[config.mk]
export PLATFORM = sky130hd
export DESIGN_NAME = opnd_ext_fetcher
export DESIGN_NICKNAME = d
export VERILOG_FILES = /design/src/rtl/opnd_pkg.sv /design/src/rtl/opnd_field_sel.sv /design/src/rtl/opnd_mode_dec.sv /design/src/rtl/opnd_word_asm.sv /design/src/rtl/opnd_ext_fetcher.sv
export SDC_FILE = /design/constraint.sdc
export NUM_CORES = 1
export LEC_CHECK = 0
export ABC_AREA = 1
export CAP_MARGIN = 25
export CORE_ASPECT_RATIO = 2
export CORE_MARGIN = 2
export CORE_UTILIZATION = 55
export CTS_CLUSTER_SIZE = 14
export DETAILED_ROUTE_END_ITERATION = 10
export DONT_BUFFER_PORTS = 1
export GPL_TIMING_DRIVEN = 0
export MAX_ROUTING_LAYER = met4
export PLACE_DENSITY = 0.7
export SYNTH_ARGS = -nofsm -noshare
export SYNTH_HDL_FRONTEND = slang
export SYNTH_SLANG_ARGS = --single-unit
[constraint.sdc]
create_clock -name clk -period 3.29 [get_ports clk]
set_input_delay 0.1645 -clock clk [delete_from_list [all_inputs] [get_ports clk]]
set_output_delay 0.1645 -clock clk [all_outputs]
set_load 0.05 [all_outputs]
[src/rtl/opnd_pkg.sv]
`timescale 1ns/1ps
package opnd_pkg;

   typedef enum logic [3:0] {
      OK_DREG   = 4'd0,
      OK_AREG   = 4'd1,
      OK_AIND   = 4'd2,
      OK_APOST  = 4'd3,
      OK_APRE   = 4'd4,
      OK_ADISP  = 4'd5,
      OK_AIDX   = 4'd6,
      OK_ABSW   = 4'd7,
      OK_ABSL   = 4'd8,
      OK_PCDISP = 4'd9,
      OK_PCIDX  = 4'd10,
      OK_IMM    = 4'd11,
      OK_BAD    = 4'd15
   } opnd_kind_e;

   // how the fetched word(s) become the extension value
   typedef enum logic [1:0] {
      FMT_SEXT = 2'd0,
      FMT_ZEXT = 2'd1,
      FMT_IDX  = 2'd2,
      FMT_PAIR = 2'd3
   } word_fmt_e;

   typedef enum logic [1:0] {
      SZ_BYTE = 2'd0,
      SZ_WORD = 2'd1,
      SZ_LONG = 2'd2,
      SZ_NONE = 2'd3
   } opnd_size_e;

   typedef struct packed {
      opnd_kind_e kind;
      logic [1:0] nwords;
      word_fmt_e  fmt;
      logic       bad;
   } mode_info_t;

endpackage

[src/rtl/opnd_field_sel.sv]
`timescale 1ns/1ps
module opnd_field_sel #(
   parameter int OP_W = 16,
   parameter int F_W  = 3
) (
   input  logic [OP_W-1:0] opcode,
   input  logic            dest,
   output logic [F_W-1:0]  mode,
   output logic [F_W-1:0]  regn
);
   localparam int SRC_REG_LSB  = 0;
   localparam int SRC_MODE_LSB = F_W;
   localparam int DST_MODE_LSB = 2 * F_W;
   localparam int DST_REG_LSB  = 3 * F_W;

   if (OP_W < 4 * F_W) begin : g_bad_width
      $error("opnd_field_sel: opcode too narrow for two fields");
   end

   logic [F_W-1:0] src_mode, src_reg, dst_mode, dst_reg;

   assign src_mode = opcode[SRC_MODE_LSB +: F_W];
   assign src_reg  = opcode[SRC_REG_LSB  +: F_W];
   assign dst_mode = opcode[DST_MODE_LSB +: F_W];
   assign dst_reg  = opcode[DST_REG_LSB  +: F_W];

   always_comb begin
      if (dest) begin
         mode = dst_mode;
         regn = dst_reg;
      end else begin
         mode = src_mode;
         regn = src_reg;
      end
   end
endmodule

[src/rtl/opnd_mode_dec.sv]
`timescale 1ns/1ps
module opnd_mode_dec
   import opnd_pkg::*;
#(
   parameter int F_W = 3
) (
   input  logic [F_W-1:0] mode,
   input  logic [F_W-1:0] regn,
   input  logic [1:0]     size,
   output mode_info_t     info
);
   if (F_W != 3) begin : g_bad_field
      $error("opnd_mode_dec: field width must be 3");
   end

   always_comb begin
      info.kind   = OK_BAD;
      info.nwords = 2'd0;
      info.fmt    = FMT_SEXT;
      info.bad    = 1'b0;
      unique case (mode)
         3'd0: info.kind = OK_DREG;
         3'd1: info.kind = OK_AREG;
         3'd2: info.kind = OK_AIND;
         3'd3: info.kind = OK_APOST;
         3'd4: info.kind = OK_APRE;
         3'd5: begin
            info.kind   = OK_ADISP;
            info.nwords = 2'd1;
         end
         3'd6: begin
            info.kind   = OK_AIDX;
            info.nwords = 2'd1;
            info.fmt    = FMT_IDX;
         end
         default: begin
            unique case (regn)
               3'd0: begin
                  info.kind   = OK_ABSW;
                  info.nwords = 2'd1;
               end
               3'd1: begin
                  info.kind   = OK_ABSL;
                  info.nwords = 2'd2;
                  info.fmt    = FMT_PAIR;
               end
               3'd2: begin
                  info.kind   = OK_PCDISP;
                  info.nwords = 2'd1;
               end
               3'd3: begin
                  info.kind   = OK_PCIDX;
                  info.nwords = 2'd1;
                  info.fmt    = FMT_IDX;
               end
               3'd4: begin
                  if (size == SZ_NONE) begin
                     info.bad = 1'b1;
                  end else if (size == SZ_LONG) begin
                     info.kind   = OK_IMM;
                     info.nwords = 2'd2;
                     info.fmt    = FMT_PAIR;
                  end else begin
                     info.kind   = OK_IMM;
                     info.nwords = 2'd1;
                     info.fmt    = FMT_ZEXT;
                  end
               end
               default: info.bad = 1'b1;
            endcase
         end
      endcase
   end
endmodule

[src/rtl/opnd_word_asm.sv]
`timescale 1ns/1ps
module opnd_word_asm
   import opnd_pkg::*;
#(
   parameter int WORD_W   = 16,
   parameter int VAL_W    = 32,
   parameter int PC_W     = 32,
   parameter int DISP8_W  = 8,
   parameter int IDX_W    = 3,
   parameter bit IMM_SEXT = 1'b0
) (
   input  logic              clk,
   input  logic              rst_n,
   input  logic              accept,
   input  logic [1:0]        nwords,
   input  word_fmt_e         fmt,
   input  logic [PC_W-1:0]   start_pc,
   output logic              req_valid,
   input  logic              req_ready,
   input  logic [WORD_W-1:0] req_data,
   output logic [PC_W-1:0]   pc_q,
   output logic [VAL_W-1:0]  val_q,
   output logic [IDX_W-1:0]  idx_reg_q,
   output logic              idx_long_q,
   output logic              idx_areg_q,
   output logic              busy_q,
   output logic [1:0]        left_q,
   output logic              done_q
);
   localparam int BYTES_PER_WORD = WORD_W / 8;
   localparam int IDX_TYPE_BIT   = WORD_W - 1;
   localparam int IDX_REG_LSB    = WORD_W - 1 - IDX_W;
   localparam int IDX_SIZE_BIT   = IDX_REG_LSB - 1;
   localparam int HI_LSB         = VAL_W - WORD_W;

   if (VAL_W != 2 * WORD_W) begin : g_bad_val
      $error("opnd_word_asm: value must be exactly two words");
   end
   if (DISP8_W > IDX_SIZE_BIT) begin : g_bad_disp
      $error("opnd_word_asm: short displacement overlaps index fields");
   end

   word_fmt_e        fmt_q;
   logic             hs;
   logic [VAL_W-1:0] sext_word, sext_short, short_imm, one_word_val;

   assign req_valid  = busy_q;
   assign hs         = busy_q && req_ready;
   assign sext_word  = {{(VAL_W-WORD_W){req_data[WORD_W-1]}}, req_data};
   assign sext_short = {{(VAL_W-DISP8_W){req_data[DISP8_W-1]}}, req_data[DISP8_W-1:0]};

   if (IMM_SEXT) begin : g_imm_sext
      assign short_imm = sext_word;
   end else begin : g_imm_zext
      assign short_imm = {{(VAL_W-WORD_W){1'b0}}, req_data};
   end

   always_comb begin
      unique case (fmt_q)
         FMT_SEXT: one_word_val = sext_word;
         FMT_ZEXT: one_word_val = short_imm;
         FMT_IDX:  one_word_val = sext_short;
         default:  one_word_val = '0;
      endcase
   end

   always_ff @(posedge clk or negedge rst_n) begin
      if (!rst_n) begin
         busy_q     <= 1'b0;
         left_q     <= 2'd0;
         done_q     <= 1'b0;
         fmt_q      <= FMT_SEXT;
         pc_q       <= '0;
         val_q      <= '0;
         idx_reg_q  <= '0;
         idx_long_q <= 1'b0;
         idx_areg_q <= 1'b0;
      end else begin
         done_q <= 1'b0;
         if (accept) begin
            busy_q     <= (nwords != 2'd0);
            left_q     <= nwords;
            fmt_q      <= fmt;
            pc_q       <= start_pc;
            val_q      <= '0;
            idx_reg_q  <= '0;
            idx_long_q <= 1'b0;
            idx_areg_q <= 1'b0;
         end else if (hs) begin
            pc_q   <= pc_q + PC_W'(BYTES_PER_WORD);
            left_q <= left_q - 2'd1;
            if (left_q == 2'd1) begin
               busy_q <= 1'b0;
               done_q <= 1'b1;
            end
            if (fmt_q == FMT_PAIR) begin
               if (left_q == 2'd2) val_q[VAL_W-1:HI_LSB] <= req_data;
               else                val_q[WORD_W-1:0]    <= req_data;
            end else begin
               val_q <= one_word_val;
            end
            if (fmt_q == FMT_IDX) begin
               idx_reg_q  <= req_data[IDX_REG_LSB +: IDX_W];
               idx_long_q <= req_data[IDX_SIZE_BIT];
               idx_areg_q <= req_data[IDX_TYPE_BIT];
            end
         end
      end
   end
endmodule

[src/rtl/opnd_ext_fetcher.sv]
`timescale 1ns/1ps
module opnd_ext_fetcher
   import opnd_pkg::*;
#(
   parameter int OP_W     = 16,
   parameter int WORD_W   = 16,
   parameter int PC_W     = 32,
   parameter int F_W      = 3,
   parameter bit IMM_SEXT = 1'b0
) (
   input  logic              clk,
   input  logic              rst_n,
   input  logic              start_valid,
   input  logic              start_dest,
   input  logic [1:0]        start_size,
   input  logic [OP_W-1:0]   start_opcode,
   input  logic [PC_W-1:0]   start_pc,
   output logic              req_valid,
   input  logic              req_ready,
   output logic [PC_W-1:0]   req_addr,
   input  logic [WORD_W-1:0] req_data,
   output logic              done,
   output logic              illegal,
   output logic [3:0]        opnd_kind,
   output logic [F_W-1:0]    base_reg,
   output logic [2*WORD_W-1:0] ext_value,
   output logic [F_W-1:0]    idx_reg,
   output logic              idx_long,
   output logic              idx_areg,
   output logic [PC_W-1:0]   pc_next
);
   localparam int VAL_W = 2 * WORD_W;

   logic [F_W-1:0]   fld_mode, fld_reg;
   mode_info_t       info;
   logic             accept, zero_now;
   logic             busy_w, done_q;
   logic [1:0]       left_w;
   logic [PC_W-1:0]  pc_q;
   logic [VAL_W-1:0] val_q;
   logic [F_W-1:0]   idx_reg_q;
   logic             idx_long_q, idx_areg_q;
   opnd_kind_e       kind_q;
   logic [F_W-1:0]   base_q;
   logic             bad_q;

   opnd_field_sel #(.OP_W(OP_W), .F_W(F_W)) u_sel (
      .opcode (start_opcode),
      .dest   (start_dest),
      .mode   (fld_mode),
      .regn   (fld_reg)
   );

   opnd_mode_dec #(.F_W(F_W)) u_dec (
      .mode (fld_mode),
      .regn (fld_reg),
      .size (start_size),
      .info (info)
   );

   assign accept   = start_valid && !busy_w;
   assign zero_now = accept && (info.nwords == 2'd0);

   opnd_word_asm #(
      .WORD_W   (WORD_W),
      .VAL_W    (VAL_W),
      .PC_W     (PC_W),
      .IDX_W    (F_W),
      .IMM_SEXT (IMM_SEXT)
   ) u_asm (
      .clk        (clk),
      .rst_n      (rst_n),
      .accept     (accept),
      .nwords     (info.nwords),
      .fmt        (info.fmt),
      .start_pc   (start_pc),
      .req_valid  (req_valid),
      .req_ready  (req_ready),
      .req_data   (req_data),
      .pc_q       (pc_q),
      .val_q      (val_q),
      .idx_reg_q  (idx_reg_q),
      .idx_long_q (idx_long_q),
      .idx_areg_q (idx_areg_q),
      .busy_q     (busy_w),
      .left_q     (left_w),
      .done_q     (done_q)
   );

   always_ff @(posedge clk or negedge rst_n) begin
      if (!rst_n) begin
         kind_q <= OK_DREG;
         base_q <= '0;
         bad_q  <= 1'b0;
      end else if (accept) begin
         kind_q <= info.kind;
         base_q <= fld_reg;
         bad_q  <= info.bad;
      end
   end

   assign req_addr  = pc_q;
   assign done      = done_q || zero_now;
   assign illegal   = zero_now ? info.bad : bad_q;
   assign opnd_kind = zero_now ? info.kind : kind_q;
   assign base_reg  = zero_now ? fld_reg : base_q;
   assign ext_value = zero_now ? '0 : val_q;
   assign idx_reg   = zero_now ? '0 : idx_reg_q;
   assign idx_long  = zero_now ? 1'b0 : idx_long_q;
   assign idx_areg  = zero_now ? 1'b0 : idx_areg_q;
   assign pc_next   = zero_now ? start_pc : pc_q;
endmodule

==> results of run 1 <==
## synthesized netlist by cell type
cell      number  area share
nand2_1      286        0.19
inv_1        100       0.067
nand3_1       92       0.082
dfrtp_1       83        0.37
nor2_1        77       0.052
o21ai_0       51       0.046
o211ai_1      25       0.034
nor3_1        15       0.013
buf_2         11      0.0098
nand2_2       10       0.011
xor2_1         9       0.014
a21oi_1        8      0.0072
buf_1          7      0.0047
buf_6          7       0.014
clkbuf_1       7      0.0047
o21bai_1       7      0.0094
o22ai_1        6      0.0067
a31oi_1        5      0.0056
buf_4          4      0.0054
inv_2          4      0.0027
nand4_1        4      0.0045
nor2_4         4      0.0080
ha_1           3      0.0067
nand2_4        3      0.0060
o21ai_1        3      0.0027
nor2_2         2      0.0022
o221ai_1       2      0.0031
a211oi_2       1      0.0022
a22o_1         1      0.0016
and2_1         1      0.0011
clkinv_1       1     0.00067
inv_4          1      0.0011
inv_6          1      0.0016
nand3_4        1      0.0031
o21ai_2        1      0.0016
xnor2_1        1      0.0016
## cell type report
cell class	instances	area share
multi-input combinational	618	0.453
sequential	83	0.325
inverter	107	0.0641
timing repair buffer	29	0.0482
clock buffer	10	0.0374
buffer	36	0.0339
tap	135	0.0265
clock inverter	6	0.0112
## repair_timing
| action | 4_1_cts | 5_1_grt |
|---|---|---|
| hold endpoints to repair | 109 | 1 |
| hold buffers | 28 | 1 |
| setup buffers | 0 | 0 |
## sequential cells by signal, indices dropped and copies added, names as in the netlist
register / count
bad_q: 1
base_q: 3
kind_q: 4
u_asm.busy_q: 1
u_asm.done_q: 1
u_asm.fmt_q: 2
u_asm.idx_areg_q: 1
u_asm.idx_long_q: 1
u_asm.idx_reg_q: 3
u_asm.left_q: 2
u_asm.pc_q: 32
u_asm.val_q: 32
## routing by layer
layer  wire (um)  share of wire
met3        1320          0.069
met1        6490           0.34
met5           0              0
met4        1270          0.066
met2       10100           0.53
## cell families (layout without fill, tap and decap cells)
logic type,after synthesis,count (layout),share of synthesized area
XOR/XNOR,10,10,0.0157
buffers and inverters,143,188,0.112
AO/OA/AOI/OAI,110,110,0.119
flip-flops,83,83,0.371
AND/OR/NAND/NOR,495,495,0.375
adder cells (fa/ha/maj),3,3,0.00671
## through the flow
stage / setup slack [ns] / hold slack (ns) / std cells / area, sq um / power (mW)
2_1_floorplan: 1.33 / -0.131 / 844 / 5600 / 5.68
3_3_place_gp: 0.793 / -0.129 / 979 / 5760 / 6.27
3_5_place_dp: 0.788 / -0.129 / 979 / 5760 / 6.36
4_1_cts: 0.766 / 0.00229 / 1023 / 6370 / 7.48
5_1_grt: 0.648 / 0.00576 / 1024 / 6380 / 7.91
6_report: 0.718 / 0.00185 / 1024 / 6380 / 7.50
## how the worst max path moves through the flow
| stage | to | slack, ns | cells past startpoint |
|---|---|---|---|
| floorplan | u_asm.pc_q[19]$_DFFE_PN0P_ | 1.33 | 7 |
| global placement | u_asm.pc_q[19]$_DFFE_PN0P_ | 0.79 | 7 |
| detailed placement | u_asm.pc_q[19]$_DFFE_PN0P_ | 0.79 | 7 |
| CTS | pc_next[8] | 0.77 | 6 |
| global route | pc_next[8] | 0.65 | 6 |
| finish | u_asm.pc_q[19]$_DFFE_PN0P_ | 0.72 | 7 |
## where the power goes
group          internal [mW]  leakage [nW]  total, mW  switching [mW]
logic                  0.741          1.93       3.81            3.07
clock network          0.616         0.146       1.07           0.452
registers               1.45          1.05       2.63            1.18
==> qor.csv, run 1 <==
stage,metric,value,unit
finish,final_util,0.637,
routing,wl_per_cell,18.7,um
sta,fin_tns_setup,0,ns
grt,track_usage,0.364,
finish,nFillCells,955,
grt,grt_max_degree,84,
sta,rsz0062_at_grt,false,
grt,antenna_found_initial,0,
floorplanning,rows,52,
sta,final_hold_viol_count,0,
power_and_ir_drop,peakVddDrop,0.637,mV
finish,layout_commonest_cell,nand2_1,
grt,grt_pass1_vias,5897,
grt,use_met3,0.0711,
finish,drive_above_1_share,0.0754,
logic_synthesis,ys_warn_count,0,
clock_tree,clock_sinks,83,
routing,vias,5832,
clock_tree,cts_tree,built,
clock_tree,root_buffer,clkbuf_16,
critical_path,worstPathCellList,ha_1 > nand3_1 > nor2_1 > and2_1 > nand4_1 > nand3_1 > nand3_1,
critical_path,startpoint,u_asm.pc_q[1]$_DFFE_PN0P_,
floorplanning,die_y,147,um
grt,met2_usage,0.620,
grt,grt-busiest-layer,met2,
sta,worstMarginPinSlew,0.933,ns
placement,gp_congestion,0.990,
clock_tree,postCtsResizedCells,0,
finish,multi_input_area,0.00289,sq mm
routing,ant_nets,0,
sta,skew,0.00648,ns
sta,setup_viol,0,
sta,maxSlewHeadroom,0.376,
grt,overflow,0,
floorplanning,coreArea,0.0100,sq mm
logic_synthesis,syn_nets,918,
critical_path,start_kind,flip-flop,
power_and_ir_drop,p_leak,3.12,nW
critical_path,path_buf_inv,0,
critical_path,critical_path_class,flip-flop to flip-flop,
min_path,hp-start,req_data[15],
critical_path,crit_arrival,2.80,ns
critical_path,timing.critical_path.mode_cell,nand3_1,
floorplanning,die_x,75.3,um
finish,seq_area,0.00208,sq mm
critical_path,crit_path_max_incr_delay,0.77,ns
min_path,hold_path_end,u_asm.idx_areg_q$_DFFE_PN0P_,
logic_synthesis,syn_avg_cell_area,6.63,sq um
critical_path,rr_startpoint,u_asm.pc_q[1]$_DFFE_PN0P_,
sta,max_freq,389,MHz
finish,mostFrequentLayoutCells,"nand2_1, inv_1, nand3_1",
min_path,hold_depth,2,
routing,vias_per_cell,5.70,
routing,drc_errors,0,
job,maxCapViolations,0,
routing,drt_pass1_iterations,6,
floorplanning,ios,182,
placement,port-buffer-count,0,
sta,finalCriticalPeriod,2.57,ns
clock_tree,cts_buffer_depth,2,
logic_synthesis,ys_seq_elements,83,
routing,drtIter0Drc,461,
finish,syn_to_final_growth,14.1,%
clock_tree,cts_made_buffers,9,
critical_path,worst-endpoint-required,3.51,ns
floorplanning,dieArea,0.0110,sq mm
critical_path,cp-end-kind,flip-flop,
logic_synthesis,synth_cell_types,36,
logic_synthesis,syn_inst,844,
clock_tree,cts_htree_levels,3,
critical_path,cp_max_fo,7,
finish,nets,958,
status,outcome,completed,
logic_synthesis,synth_area,0.00560,sq mm
power_and_ir_drop,power_density,1180,mW/mm^2
finish,antenna_cells,0,
grt,grt_pass1_wl,29800,um
min_path,min_path_type,primary input to flip-flop,
critical_path,r2r_end,u_asm.pc_q[19]$_DFFE_PN0P_,
clock_tree,clk_pin_slew,0.07,ns
critical_path,worstRegToRegCells,7,
critical_path,r2r_setup_slack,0.72,ns
grt,met1_usage,0.359,
routing,wl,19200,um
floorplanning,start_util,0.558,
sta,slew_viol_final,0,
logic_synthesis,ys_seq_area_frac,0.371,
placement,post-dp-hpwl,14800,um
sta,period_share,0.782,
clock_tree,clk_latency,0.34,ns
critical_path,crit_family,simple AND/OR/NAND/NOR gates,
critical_path,cp_slowest_cell,dfrtp_1,
Note: power is estimated with default switching activity, not from simulation.
==> run 2, diff against run 1 <==
==> constraint.sdc (replaced) <==
create_clock -name clk -period 2.4 [get_ports clk]
set_input_delay 0.12 -clock clk [delete_from_list [all_inputs] [get_ports clk]]
set_output_delay 0.12 -clock clk [all_outputs]
set_load 0.05 [all_outputs]
==> qor.csv, run 2 (same netlist as run 1, synthesis figures left out) <==
stage,metric,value,unit,change
status,outcome,finished with violations,,was completed
status,failed_checks,hold timing,,
grt,grt_pass1_wl,30100,um,was 29800 um
sta,rsz0062_at_grt,false,,unchanged
sta,fin_tns_setup,0,ns,unchanged
min_path,hold_depth,4,,was 2
floorplanning,ios,182,,unchanged
finish,antenna_cells,0,,unchanged
critical_path,crit_arrival,2.49,ns,was 2.80 ns
finish,layout.cells.non_filler,1038,,was 1024
clock_tree,cts_buffer_depth,2,,unchanged
floorplanning,die_y,147,um,unchanged
critical_path,rr_startpoint,u_asm.pc_q[1]$_DFFE_PN0P_,,unchanged
critical_path,r2r_end,u_asm.pc_q[19]$_DFFE_PN0P_,,unchanged
grt,grt_pass1_vias,6016,,was 5897
finish,final_cell_area,0.00669,sq mm,was 0.00638 sq mm
power_and_ir_drop,p_leak,3.16,nW,was 3.12 nW
finish,mostFrequentLayoutCells,"nand2_1, inv_1, nand3_1",,unchanged
floorplanning,rows,52,,unchanged
routing,drc_errors,0,,unchanged
routing,vias_per_cell,5.73,,was 5.70
power_and_ir_drop,power.switching,6.58,mW,was 4.70 mW
critical_path,worstRegToRegCells,7,,unchanged
sta,period_share,0.945,,was 0.782
sta,max_freq,441,MHz,was 389 MHz
placement,gp_congestion,0.990,,unchanged
floorplanning,dieArea,0.0110,sq mm,unchanged
placement,dp.cells,979,,unchanged
sta,maxSlewHeadroom,0.384,,was 0.376
power_and_ir_drop,power_density,1580,mW/mm^2,was 1180 mW/mm^2
grt,track_usage,0.368,,was 0.364
critical_path,r2r_setup_slack,0.13,ns,was 0.72 ns
power_and_ir_drop,p_int,3.99,mW,was 2.81 mW
routing,wl_per_cell,18.8,um,was 18.7 um
min_path,min_path_type,primary input to flip-flop,,unchanged
finish,final_util,0.668,,was 0.637
critical_path,start_kind,flip-flop,,unchanged
clock_tree,root_buffer,clkbuf_16,,unchanged
routing,drt_pass1_iterations,6,,unchanged
routing,wl_met2,10500,um,was 10100 um
floorplanning,die_x,75.3,um,unchanged
power_and_ir_drop,swShare,0.623,,was 0.626
sta,final_hold_viol_count,2,,was 0
routing,top_layer,met4,,unchanged
clock_tree,clock_sinks,83,,unchanged
routing,vias,5943,,was 5832
power_and_ir_drop,seqPwrFrac,0.344,,was 0.350
critical_path,cp-end-kind,flip-flop,,unchanged
routing,drt-met1-wl,6510,um,was 6490 um
grt,overflow,0,,unchanged
critical_path,cp-endpoint,u_asm.pc_q[19]$_DFFE_PN0P_,,unchanged
placement,placed_cell_area,0.00576,sq mm,unchanged
critical_path,critical_path_class,flip-flop to flip-flop,,unchanged
routing,wl,19500,um,was 19200 um
placement,port-buffer-count,0,,unchanged
power_and_ir_drop,combPwrFrac,0.517,,was 0.507
clock_tree,clk_pin_slew,0.07,ns,about the same
routing,ant_nets,0,,unchanged
finish,reg.largest.list,"u_asm.pc_q (32), u_asm.val_q (32), kind_q (4)",,unchanged
finish,nets,972,,was 958
job,maxCapViolations,0,,unchanged
finish,syn_to_final_growth,19.6,%,was 14.1%
sta,skew,0.00711,ns,was 0.00648 ns
finish,drive_above_1_share,0.158,,was 0.0754
power_and_ir_drop,p_clk_frac,0.139,,was 0.142
sta,holdWs,-0.00521,ns,was 0.00185 ns
critical_path,startpoint,u_asm.pc_q[1]$_DFFE_PN0P_,,unchanged
routing,routed-wl-met3,1290,um,was 1320 um
sta,setup_viol,0,,unchanged
floorplanning,coreArea,0.0100,sq mm,unchanged
clock_tree,cts_htree_levels,3,,unchanged
floorplanning,start_util,0.558,,unchanged
sta,worstMarginPinSlew,0.921,ns,was 0.933 ns
finish,layout_commonest_cell,nand2_1,,unchanged
clock_tree,cts_made_buffers,9,,unchanged
sta,slew_viol_final,0,,unchanged
grt,antenna_found_initial,0,,unchanged
critical_path,worst-endpoint-required,2.63,ns,was 3.51 ns
sta,finalCriticalPeriod,2.27,ns,was 2.57 ns
critical_path,cp_max_fo,7,,unchanged
clock_tree,clk_latency,0.34,ns,about the same
grt,grt_max_degree,84,,unchanged
placement,post-dp-hpwl,14800,um,unchanged
clock_tree,cts_tree,built,,unchanged
routing,drtIter0Drc,389,,was 461
power_and_ir_drop,peakVddDrop,0.874,mV,was 0.637 mV
-- run 2: critical path, stage by stage, from the launching register on --
cell and delay (ns):
dfrtp_2 0.59, ha_1 0.29, nand3_1 0.25, nor2_1 0.39, and2_1 0.28, nand4_1 0.11
nand3_1 0.16, nand3_1 0.08
-- run 2: layout make-up --
type / instances / area (sq um)
flip-flops and latches: 83 / 2100
fillers: 920 / 3330
inverters: 107 / 409
clock buffers: 10 / 239
repair buffers: 43 / 448
clock inverters: 6 / 71.3
plain buffers: 36 / 218
well taps: 135 / 169
multi-input cells: 618 / 3040
-- run 2: repair_timing --
item,in CTS,in global routing
hold buffers,43,0
endpoints found under the setup margin,61,55
setup buffers,0,0
cloned,0,0
gates resized for setup,62,15
endpoints found under the hold margin,136,0
pin swaps,0,0
-- run 2: power by group through the flow --
stage | combinational [mW] | sequential, mW | clock, mW
finish | 5.46 | 3.64 | 1.47
global route | 5.85 | 3.72 | 1.54
CTS | 5.42 | 3.59 | 1.48
detailed placement | 5.10 | 3.62 | 0
global placement | 5.00 | 3.59 | 0
floorplan | 4.38 | 3.41 | 0
-- run 2: worst min path at each step --
| stage | startpoint | end | slack (ns) |
|---|---|---|---|
| 2_1_floorplan | rst_n | bad_q$_DFFE_PN0P_ | -0.18 |
| 6_report | start_pc[25] | u_asm.pc_q[25]$_DFFE_PN0P_ | -0.005 |
| 5_1_grt | start_pc[10] | u_asm.pc_q[10]$_DFFE_PN0P_ | 0.03 |
| 3_3_place_gp | rst_n | u_asm.val_q[29]$_DFFE_PN0P_ | -0.17 |
| 4_1_cts | start_pc[25] | u_asm.pc_q[25]$_DFFE_PN0P_ | 0.001 |
| 3_5_place_dp | rst_n | u_asm.val_q[29]$_DFFE_PN0P_ | -0.17 |
-- run 2: metrics by stage --
step	setup WS (ns)	hold slack, ns	power, mW
finish	0.132	-0.00521	10.6
floorplan	0.443	-0.176	7.78
CTS	0.0211	0.00131	10.5
global placement	-0.0966	-0.174	8.59
global route	0.00241	0.0341	11.1
detailed placement	-0.102	-0.174	8.72
-- run 2: per-layer routing --
metal  track usage  up-vias
li1              -     2797
met2         0.630      279
met4         0.227        0
met3        0.0711       76
met5             -        -
met1         0.363     2791
